`config.mk`:
```
export PLATFORM = sky130hd
export DESIGN_NAME = iic_slave_ctl
export DESIGN_NICKNAME = d
export VERILOG_FILES = /design/src/rtl/iic_slave_pkg.sv /design/src/rtl/iic_slave_sync.sv /design/src/rtl/iic_slave_regs.sv /design/src/rtl/iic_slave_eng.sv /design/src/rtl/iic_slave_ctl.sv
export SDC_FILE = /design/constraint.sdc
export NUM_CORES = 1
export LEC_CHECK = 0
export BUFFER_PORTS_ARGS = -buffer_cell sky130_fd_sc_hd__buf_2
export CORE_AREA = 2 2 88 90
export DETAILED_ROUTE_END_ITERATION = 10
export DIE_AREA = 0 0 90 92
export GPL_ROUTABILITY_DRIVEN = 0
export MAX_ROUTING_LAYER = met4
export PLACE_DENSITY = 0.69
export SYNTH_ARGS = -nofsm -noshare
export SYNTH_HDL_FRONTEND = slang
export SYNTH_SLANG_ARGS = --single-unit
```
`constraint.sdc`:
```
create_clock -name clk -period 3.1 [get_ports clk]
set_clock_uncertainty 0.15 [all_clocks]
set_input_delay 0.62 -clock clk [delete_from_list [all_inputs] [get_ports clk]]
set_output_delay 0.62 -clock clk [all_outputs]
set_load 0.02 [all_outputs]
```
`src/rtl/iic_slave_pkg.sv`:
```
package iic_slave_pkg;
  localparam int BYTE_W = 8;
  localparam int ADR7_W = 7;

  localparam int OFS_CTL = 0;
  localparam int OFS_OWN = 1;
  localparam int OFS_DAT = 2;

  typedef enum logic [2:0] {
    ENG_IDLE,
    ENG_ADDR,
    ENG_RX,
    ENG_TX,
    ENG_SKIP
  } eng_state_t;

  // status half of the control/status register, bit 4 down to bit 0
  typedef struct packed {
    logic gcall;
    logic xmit;
    logic busy;
    logic hit;
    logic last9;
  } stat_t;
endpackage

```
`src/rtl/iic_slave_sync.sv`:
```
module iic_slave_sync #(
  parameter int WIDTH  = 2,
  parameter int STAGES = 2
) (
  input  logic             clk,
  input  logic             rst,
  input  logic [WIDTH-1:0] raw,
  output logic [WIDTH-1:0] now,
  output logic [WIDTH-1:0] prev
);
  for (genvar g = 0; g < WIDTH; g++) begin : g_line
    logic [STAGES:0] chain;
    always_ff @(posedge clk) begin
      if (rst) chain <= '1;
      else     chain <= {chain[STAGES-1:0], raw[g]};
    end
    assign now[g]  = chain[STAGES-1];
    assign prev[g] = chain[STAGES];
  end
endmodule

```
`src/rtl/iic_slave_regs.sv`:
```
module iic_slave_regs
  import iic_slave_pkg::*;
#(
  parameter int BUS_AW = 2
) (
  input  logic              clk,
  input  logic              rst,
  input  logic              bus_sel,
  input  logic              bus_wr,
  input  logic [BUS_AW-1:0] bus_addr,
  input  logic [BYTE_W-1:0] bus_wdata,
  output logic [BYTE_W-1:0] bus_rdata,
  input  stat_t             stat,
  input  logic [BYTE_W-1:0] rx_byte,
  output logic              ack_en,
  output logic              mod_en,
  output logic              irq_en,
  output logic [ADR7_W-1:0] own_addr,
  output logic [BYTE_W-1:0] tx_byte,
  output logic              data_acc
);
  logic [2:0] ctl_q;
  logic       sel_ctl, sel_own, sel_dat;

  assign sel_ctl  = int'(bus_addr) == OFS_CTL;
  assign sel_own  = int'(bus_addr) == OFS_OWN;
  assign sel_dat  = int'(bus_addr) == OFS_DAT;
  assign data_acc = bus_sel && sel_dat;

  assign ack_en = ctl_q[2];
  assign mod_en = ctl_q[1];
  assign irq_en = ctl_q[0];

  always_ff @(posedge clk) begin
    if (rst) begin
      ctl_q    <= '0;
      own_addr <= '0;
      tx_byte  <= '0;
    end else if (bus_sel && bus_wr) begin
      if (sel_ctl) ctl_q    <= bus_wdata[BYTE_W-1 -: 3];
      if (sel_own) own_addr <= bus_wdata[ADR7_W-1:0];
      if (sel_dat) tx_byte  <= bus_wdata;
    end
  end

  always_ff @(posedge clk) begin
    if (rst) begin
      bus_rdata <= '0;
    end else if (bus_sel && !bus_wr) begin
      if (sel_ctl)      bus_rdata <= {ctl_q, stat};
      else if (sel_own) bus_rdata <= {{(BYTE_W-ADR7_W){1'b0}}, own_addr};
      else if (sel_dat) bus_rdata <= rx_byte;
      else              bus_rdata <= '0;
    end
  end
endmodule

```
`src/rtl/iic_slave_eng.sv`:
```
module iic_slave_eng
  import iic_slave_pkg::*;
(
  input  logic              clk,
  input  logic              rst,
  input  logic              scl_now,
  input  logic              scl_prev,
  input  logic              sda_now,
  input  logic              sda_prev,
  input  logic              mod_en,
  input  logic              ack_en,
  input  logic              irq_en,
  input  logic [ADR7_W-1:0] own_addr,
  input  logic [BYTE_W-1:0] tx_byte,
  input  logic              data_acc,
  output stat_t             stat,
  output logic [BYTE_W-1:0] rx_byte,
  output logic              flag_o,
  output logic              scl_low_o,
  output logic              sda_low_o,
  output logic              evt_start,
  output logic              evt_stop
);
  localparam int CNT_W = $clog2(BYTE_W + 1);
  localparam int IDX_W = $clog2(BYTE_W);
  localparam logic [CNT_W-1:0] ACK_SLOT  = CNT_W'(BYTE_W);
  localparam logic [CNT_W-1:0] LAST_DATA = CNT_W'(BYTE_W - 1);

  eng_state_t        state;
  logic [CNT_W-1:0]  cnt;
  logic              got_rise;
  logic [BYTE_W-1:0] sh;
  logic              flag, flag_d;

  logic scl_rise, scl_fall, in_xfer, adr_hit, byte_done, raise;
  logic sh_hit, sh_gc, drive_w;

  assign evt_start = scl_now & scl_prev & sda_prev & ~sda_now;
  assign evt_stop  = scl_now & scl_prev & ~sda_prev & sda_now;
  assign scl_rise  = scl_now & ~scl_prev;
  assign scl_fall  = ~scl_now & scl_prev;
  assign in_xfer   = (state == ENG_ADDR) || (state == ENG_RX) || (state == ENG_TX);
  assign adr_hit   = stat.hit | stat.gcall;
  assign byte_done = scl_fall & got_rise & in_xfer & (cnt == ACK_SLOT);
  assign raise     = byte_done & ((state != ENG_ADDR) | adr_hit);
  assign sh_hit    = sh[BYTE_W-1:1] == own_addr;
  assign sh_gc     = sh == '0;

  // what SDA should be during the slot indexed by cnt
  always_comb begin
    unique case (state)
      ENG_ADDR: drive_w = (cnt == ACK_SLOT) && adr_hit && ack_en;
      ENG_RX:   drive_w = (cnt == ACK_SLOT) && ack_en;
      ENG_TX:   drive_w = (cnt != ACK_SLOT) && !tx_byte[~cnt[IDX_W-1:0]];
      default:  drive_w = 1'b0;
    endcase
  end

  always_ff @(posedge clk) begin
    if (rst || !mod_en) begin
      state     <= ENG_IDLE;
      cnt       <= '0;
      got_rise  <= 1'b0;
      sh        <= '0;
      stat      <= '0;
      rx_byte   <= '0;
      sda_low_o <= 1'b0;
    end else if (evt_start || evt_stop) begin
      state      <= evt_start ? ENG_ADDR : ENG_IDLE;
      cnt        <= '0;
      got_rise   <= 1'b0;
      stat.busy  <= evt_start;
      stat.gcall <= 1'b0;
      stat.hit   <= 1'b0;
      sda_low_o  <= 1'b0;
    end else begin
      if (!scl_now) sda_low_o <= drive_w;
      if (scl_rise && in_xfer) begin
        got_rise <= 1'b1;
        if (cnt != ACK_SLOT)
          sh <= {sh[BYTE_W-2:0], sda_now};
        else if (state != ENG_ADDR || adr_hit)
          stat.last9 <= sda_now;
      end
      if (scl_fall && got_rise && in_xfer) begin
        got_rise <= 1'b0;
        if (cnt == LAST_DATA) begin
          if (state == ENG_ADDR) begin
            stat.hit   <= sh_hit;
            stat.gcall <= sh_gc;
            if (sh_hit || sh_gc) stat.xmit <= sh[0];
          end else if (state == ENG_RX) begin
            rx_byte <= sh;
          end
        end
        if (cnt == ACK_SLOT) begin
          cnt <= '0;
          if (state == ENG_ADDR)
            state <= !adr_hit ? ENG_SKIP : (stat.xmit ? ENG_TX : ENG_RX);
          else if (state == ENG_TX && stat.last9)
            state <= ENG_SKIP;
        end else begin
          cnt <= cnt + 1'b1;
        end
      end
    end
  end

  // byte-boundary flag; SCL release trails the clear by two cycles so a new
  // transmit bit is on SDA before SCL is let go
  always_ff @(posedge clk) begin
    if (rst || !mod_en || !irq_en) begin
      flag <= 1'b0;
    end else if (raise) begin
      flag <= 1'b1;
    end else if (data_acc) begin
      flag <= 1'b0;
    end
  end

  always_ff @(posedge clk) begin
    if (rst) begin
      flag_d    <= 1'b0;
      scl_low_o <= 1'b0;
    end else begin
      flag_d    <= flag;
      scl_low_o <= flag | flag_d;
    end
  end

  assign flag_o = flag;
endmodule

```
`src/rtl/iic_slave_ctl.sv`:
```
module iic_slave_ctl
  import iic_slave_pkg::*;
#(
  parameter int BUS_AW      = 2,
  parameter int SYNC_STAGES = 2
) (
  input  logic              clk,
  input  logic              rst,
  input  logic              bus_sel,
  input  logic              bus_wr,
  input  logic [BUS_AW-1:0] bus_addr,
  input  logic [7:0]        bus_wdata,
  output logic [7:0]        bus_rdata,
  input  logic              scl_i,
  input  logic              sda_i,
  output logic              scl_low_o,
  output logic              sda_low_o,
  output logic              irq_o
);
  logic [1:0]        line_now, line_prev;
  logic              scl_now, scl_prev, sda_now, sda_prev;
  logic              ack_en, mod_en, irq_en, data_acc;
  logic [ADR7_W-1:0] own_addr;
  logic [BYTE_W-1:0] tx_byte, rx_byte;
  stat_t             stat;
  logic              evt_start, evt_stop;

  iic_slave_sync #(.WIDTH(2), .STAGES(SYNC_STAGES)) u_sync (
    .clk  (clk),
    .rst  (rst),
    .raw  ({scl_i, sda_i}),
    .now  (line_now),
    .prev (line_prev)
  );

  assign scl_now  = line_now[1];
  assign sda_now  = line_now[0];
  assign scl_prev = line_prev[1];
  assign sda_prev = line_prev[0];

  iic_slave_regs #(.BUS_AW(BUS_AW)) u_regs (
    .clk       (clk),
    .rst       (rst),
    .bus_sel   (bus_sel),
    .bus_wr    (bus_wr),
    .bus_addr  (bus_addr),
    .bus_wdata (bus_wdata),
    .bus_rdata (bus_rdata),
    .stat      (stat),
    .rx_byte   (rx_byte),
    .ack_en    (ack_en),
    .mod_en    (mod_en),
    .irq_en    (irq_en),
    .own_addr  (own_addr),
    .tx_byte   (tx_byte),
    .data_acc  (data_acc)
  );

  iic_slave_eng u_eng (
    .clk       (clk),
    .rst       (rst),
    .scl_now   (scl_now),
    .scl_prev  (scl_prev),
    .sda_now   (sda_now),
    .sda_prev  (sda_prev),
    .mod_en    (mod_en),
    .ack_en    (ack_en),
    .irq_en    (irq_en),
    .own_addr  (own_addr),
    .tx_byte   (tx_byte),
    .data_acc  (data_acc),
    .stat      (stat),
    .rx_byte   (rx_byte),
    .flag_o    (irq_o),
    .scl_low_o (scl_low_o),
    .sda_low_o (sda_low_o),
    .evt_start (evt_start),
    .evt_stop  (evt_stop)
  );
endmodule

```
== Word-level counts from Yosys, hierarchy flattened ==
Cells that the tools add are included.
Storage, ports and cells
  bits in registers: 65
  input port bits: 16
  output and inout port bits: 11
  logic and storage cells: 110
Cells by class
  add/sub/neg operators: 1
  $lt $le $gt $ge: 1
  eq/ne operators: 10
  muxes and demuxes: 17
  bitwise logic cells: 22
  reductions and logical operators: 39
Operator list (count)
  $mux 8: 3
  $mux 3: 6
  $and 1x1->1: 11
  $logic_and 1x1->1: 11
  $reduce_and 5->1: 2
  $reduce_and 3->1: 3
  $logic_not 8->1: 1
  $eq 7x7->1: 1
  $logic_or 1x1->1: 7
  $not 1->1: 7
  $eq 3x2->1 const B: 2
  $reduce_and 2->1: 3
  $reduce_bool 2->1: 3
  $mux 1: 5
  $add 4x1->4 const B: 1
  $eq 2x2->1 const B: 2
  $eq 4x3->1 const B: 1
  $eq 4x4->1 const B: 1
  $logic_not 1->1: 4
  $lt 3x4->1 const B: 1
  $mux 4: 1
  $ne 4x4->1 const B: 1
  $reduce_and 4->1: 1
  $bmux 1 s3: 1
  9 further kinds: 11

== Depth between registers and ports, before layout ==
  depth after elaboration: 7
  gate-level depth with buffers: 7
  depth with buffers taken out: 6

== Hierarchy ==
From an unflattened synthesis, not the netlist that was laid out.
Second synthesis, totals
  cells, all modules: 339
  area total of the unflattened synthesis: 3047.9 µm²
Modules (own cells, without submodules)
  iic_slave_eng: times used 1, cells an instance 198, area an instance 1699.1 µm², sequential area each 660.6 µm²
  iic_slave_regs: times used 1, cells an instance 125, area an instance 1161.1 µm², sequential area each 520.5 µm²
  iic_slave_sync: times used 1, cells an instance 16, area an instance 187.7 µm², sequential area each 120.1 µm²

== Least setup slack after synthesis ==
OpenSTA, ideal clock, no wires.
  path type: register to register
  from: register u_eng.cnt[0]
  to: register u_eng.state[1]
  setup time: 0.070 ns
  arrival time: 1.687 ns
  data required time: 2.880 ns
  slack: 1.193 ns
  stages on the path, launching flop included: 7
  buffers on the path: 0
  clock period less this slack: 1.907 ns
  path through: dfxtp_1 inv_1 ha_1 nand3b_4 or4b_4 or3_1 a21oi_1
Between the ends
  word-level cells in the longest chain between the ends: 3
RTL lines
  from (decl): RTL line iic_slave_eng.sv:30  | logic [CNT_W-1:0] cnt;
  from (signal assigned): RTL line iic_slave_eng.sv:103  | cnt <= cnt + 1'b1;
  $eq 4x4->1: RTL line iic_slave_eng.sv:96  | if (cnt == ACK_SLOT) begin
  $reduce_bool 2->1 (no source line)
  $reduce_and 3->1 (no source line)
  to (signal assigned): RTL line iic_slave_eng.sv:69  | state <= evt_start ? ENG_ADDR : ENG_IDLE;
  to (signal assigned): RTL line iic_slave_eng.sv:99  | state <= !adr_hit ? ENG_SKIP : (stat.xmit ? ENG_TX : ENG_RX);
  to (decl): RTL line iic_slave_eng.sv:29  | eng_state_t state;
Every way passes these cells.
A chain may end at the register's enable or synchronous reset.

== Worst setup path in the final report ==
  from: register u_eng.cnt[1]
  to: register u_eng.rx_byte[4]
Between the ends
  word-level cells in the longest chain between the ends: 2
RTL lines
  $eq 4x3->1: RTL line iic_slave_eng.sv:87  | if (cnt == LAST_DATA) begin
  $reduce_and 5->1 (no source line)
  to (signal assigned): RTL line iic_slave_eng.sv:93  | rx_byte <= sh;
  to (decl): RTL line iic_slave_eng.sv:17  | output logic [BYTE_W-1:0] rx_byte,
Every way passes these cells.

==> impl_metrics.toml <==
[cts]
clockBufferDepth = 2
cts_tree = "done"
ctsResizeCount = 0
htreeDepth = 3
root_buffer = "clkbuf_8"
cts_made_buffers = 9
post-cts-setup-buffers = 0
cts.sinks = 65
cts_hold_buffers = 0
cts.reportedPaths.clkPinSlew_ns = 0.07
clk_latency_ns = 0.34

[sta]
worst_pin_slew_ns = 0.891
slew_violations = 0
slew_headroom_pct = 40.2
setup_viol = 0
finalCritPeriodShare_pct = 69.0
setup_ws_ns = 0.961
final_hold_viol_count = 0
layout_min_cycle_time_ns = 2.14
fmax_mhz = 468
fin_hold_ws_ns = 0.257
rsz0062_at_grt = "false"
setup_tns_ns = 0

[yosys]
synth_fp_nets = 342
synth.top_cells.by_count = "dfxtp_1 (65), nor2_1 (43), a21oi_1 (31), mux2i_1 (29), nand2_1 (24)"
synth.most_common_cell = "dfxtp_1"
synth_fa_ha_area_share_pct = 0.868
ys.flop_type = "dfxtp_1"
synthCells = 324
synth_top_family_by_area = "simple AND/OR/NAND/NOR gates"
synthArstFlopShare_pct = 0
synth_compound_area_share_pct = 14.4
synth_warnings = 0
synth_edf_count = 0
ys_ff_latch = 65
avgSynthCellArea_um2 = 8.89
synthesis.area_mm2 = 0.00288
synthDistinctLibCells = 46
seq_area_frac_synth_pct = 45.2
yosysTopAreaCellShare_pct = 45.2
synth_area_leaders = "dfxtp_1 (45%), mux2i_1 (10%), nor2_1 (5.6%), a21oi_1 (5.4%), nand2_1 (3.1%)"
synth_top_cell_by_area = "dfxtp_1"
synthSimpleGateAreaFrac_pct = 22.1
synth_xor_area_share_pct = 2.43
synthMuxAreaShare_pct = 11.9

[global_route]
grt_max_degree = 36
antenna_found_initial = 0
track_usage_pct = 17.2
first_global_vias = 2180
grt_pass1_wl_um = 10700
grt-ovfl-total = 0

[setup_path]
r2r_cells = 5
crit_cells = 5
crit_end = "u_eng.rx_byte[4]$_SDFFE_PP0P_"
cp_cell_sequence = "ha_1 > nand3b_1 > nor3_1 > nand3_1 > a21oi_1"
cp_top_family = "simple AND/OR/NAND/NOR gates"
cp-startpoint = "u_eng.cnt[1]$_SDFFE_PP0P_"
end_kind = "flop"
r2r_end = "u_eng.rx_byte[4]$_SDFFE_PP0P_"
slowest_stage = "nor3_1"
start_kind = "flop"
worstSetupPathType = "reg2reg"
reg2reg_slack_ns = 0.96
path_buf_inv = 0
cp_max_fo = 8
cp.arrival_ns = 2.27
crit_path_max_incr_delay_ns = 0.72
required_ns = 3.23
timing.rr.start = "u_eng.cnt[1]$_SDFFE_PP0P_"

[routing]
drtIter0Drc = 85
drt-pass1-iter-count = 5
wire_per_inst_um = 14.5
vias = 2330
drc = 0
viasPerCell = 5.15
routed_wirelength_um = 6560
ant_nets = 0

[finish]
stdcell_area_mm2 = 0.00330
diodes = 0
finalNetCount = 363
fillers = 754
layout-area-overhead-vs-synth_pct = 14.4
drive_gt1_share_pct = 16.3

[status]
status = "completed"

[power_and_ir_drop]
irDropWorstVdd_mv = 0.226
p_per_area_mw_per_mm2 = 511
power.leakage_nw = 1.22
p_total_mw = 1.68

[worst_hold_path]
min_path_type = "reg2reg"

[placed_design]
pre_cts_ws_ns = 0.802
dpl.hpwl_um = 4700
placed_cell_area_mm2 = 0.00309
port_buffers = 26

[die]
num_rows = 32
die-area_mm2 = 0.00828
ios = 27
core_mm2 = 0.00745
fp.dieH_um = 92
chipWidth_um = 90
start_util_pct = 38.7

[flow_run]
drv_cap = 0
==> where the power goes <==
| group | internal, mW | switching (mW) | leakage [nW] |
|---|---|---|---|
| Sequential | 0.848 | 0.0103 | 0.526 |
| Clock | 0.437 | 0.307 | 0.107 |
| Combinational | 0.0314 | 0.0487 | 0.582 |
| Total | 1.32 | 0.366 | 1.22 |
==> cells in the final DEF, fill, tap and decap left out, types with 7 or more instances in the layout <==
cell / count
dfxtp_1: 65
nor2_1: 43
a21oi_1: 31
mux2i_1: 29
buf_2: 26
nand2_1: 24
o21ai_0: 16
nand3_1: 12
clkbuf_8: 12
xor2_1: 8
a211oi_1: 8
or2_2: 7
==> state kept, by name, summed over array words and instances, names as in the netlist, 3 cells and up <==
signal / flops
u_regs.own_addr: 7
u_regs.ctl_q: 3
u_eng.cnt: 4
u_eng.rx_byte: 8
u_eng.state: 3
u_eng.stat: 5
u_eng.sh: 8
u_regs.bus_rdata: 8
u_regs.tx_byte: 8
u_sync.g_line.chain: 6
==> worst register-to-register path, cell delays in order (launching register included) <==
cell,delay [ns]
dfxtp_1,0.46
ha_1,0.25
nand3b_1,0.16
nor3_1,0.72
nand3_1,0.19
a21oi_1,0.16
==> through the flow <==
step,instances,utilization (%)
final,452,44.3
after global routing,452,44.3
after CTS,452,44.3
after detailed placement,436,41.5
after global placement,436,41.5
after floorplan,324,-
==> how the worst min path moves through the flow <==
| stage | start | cells past startpoint | end |
|---|---|---|---|
| 6_report | u_sync.g_line[1].chain[0]$_SDFF_PP1_ | 1 | u_sync.g_line[1].chain[1]$_SDFF_PP1_ |
| 4_1_cts | u_sync.g_line[1].chain[0]$_SDFF_PP1_ | 1 | u_sync.g_line[1].chain[1]$_SDFF_PP1_ |
| 3_5_place_dp | u_sync.g_line[0].chain[0]$_SDFF_PP1_ | 1 | u_sync.g_line[0].chain[1]$_SDFF_PP1_ |
| 3_3_place_gp | u_sync.g_line[0].chain[0]$_SDFF_PP1_ | 1 | u_sync.g_line[0].chain[1]$_SDFF_PP1_ |
| 2_1_floorplan | u_sync.g_line[0].chain[0]$_SDFF_PP1_ | 1 | u_sync.g_line[0].chain[1]$_SDFF_PP1_ |
| 5_1_grt | u_sync.g_line[1].chain[0]$_SDFF_PP1_ | 1 | u_sync.g_line[1].chain[1]$_SDFF_PP1_ |
==> cell type report <==
cell class,count,area [µm²],share of cell area [%]
inverter,3,11.3,0.342
tap,102,128,3.87
timing repair buffer,30,160,4.86
multi-input combinational,236,1490,45.1
clock inverter,2,35.0,1.06
sequential,65,1300,39.5
clock buffer,14,173,5.24
==> per-layer routing <==
layer,vias to the layer above,track usage [%],wire (µm)
li1,1188,-,-
met1,1084,19.9,2930
met2,45,27.7,3200
met3,13,5.18,291
met4,0,7.82,144
met5,-,-,0
==> cell families (layout without fill, tap and decap cells) <==
logic type | Yosys count | count (layout)
multiplexers | 31 | 31
buffers and inverters | 23 | 49
flip-flops | 65 | 65
AND/OR/NAND/NOR | 125 | 125
adder cells (fa/ha/maj) | 2 | 2
XOR/XNOR | 8 | 8
AO/OA/AOI/OAI | 70 | 70
Power figures use the tool's default switching activity.
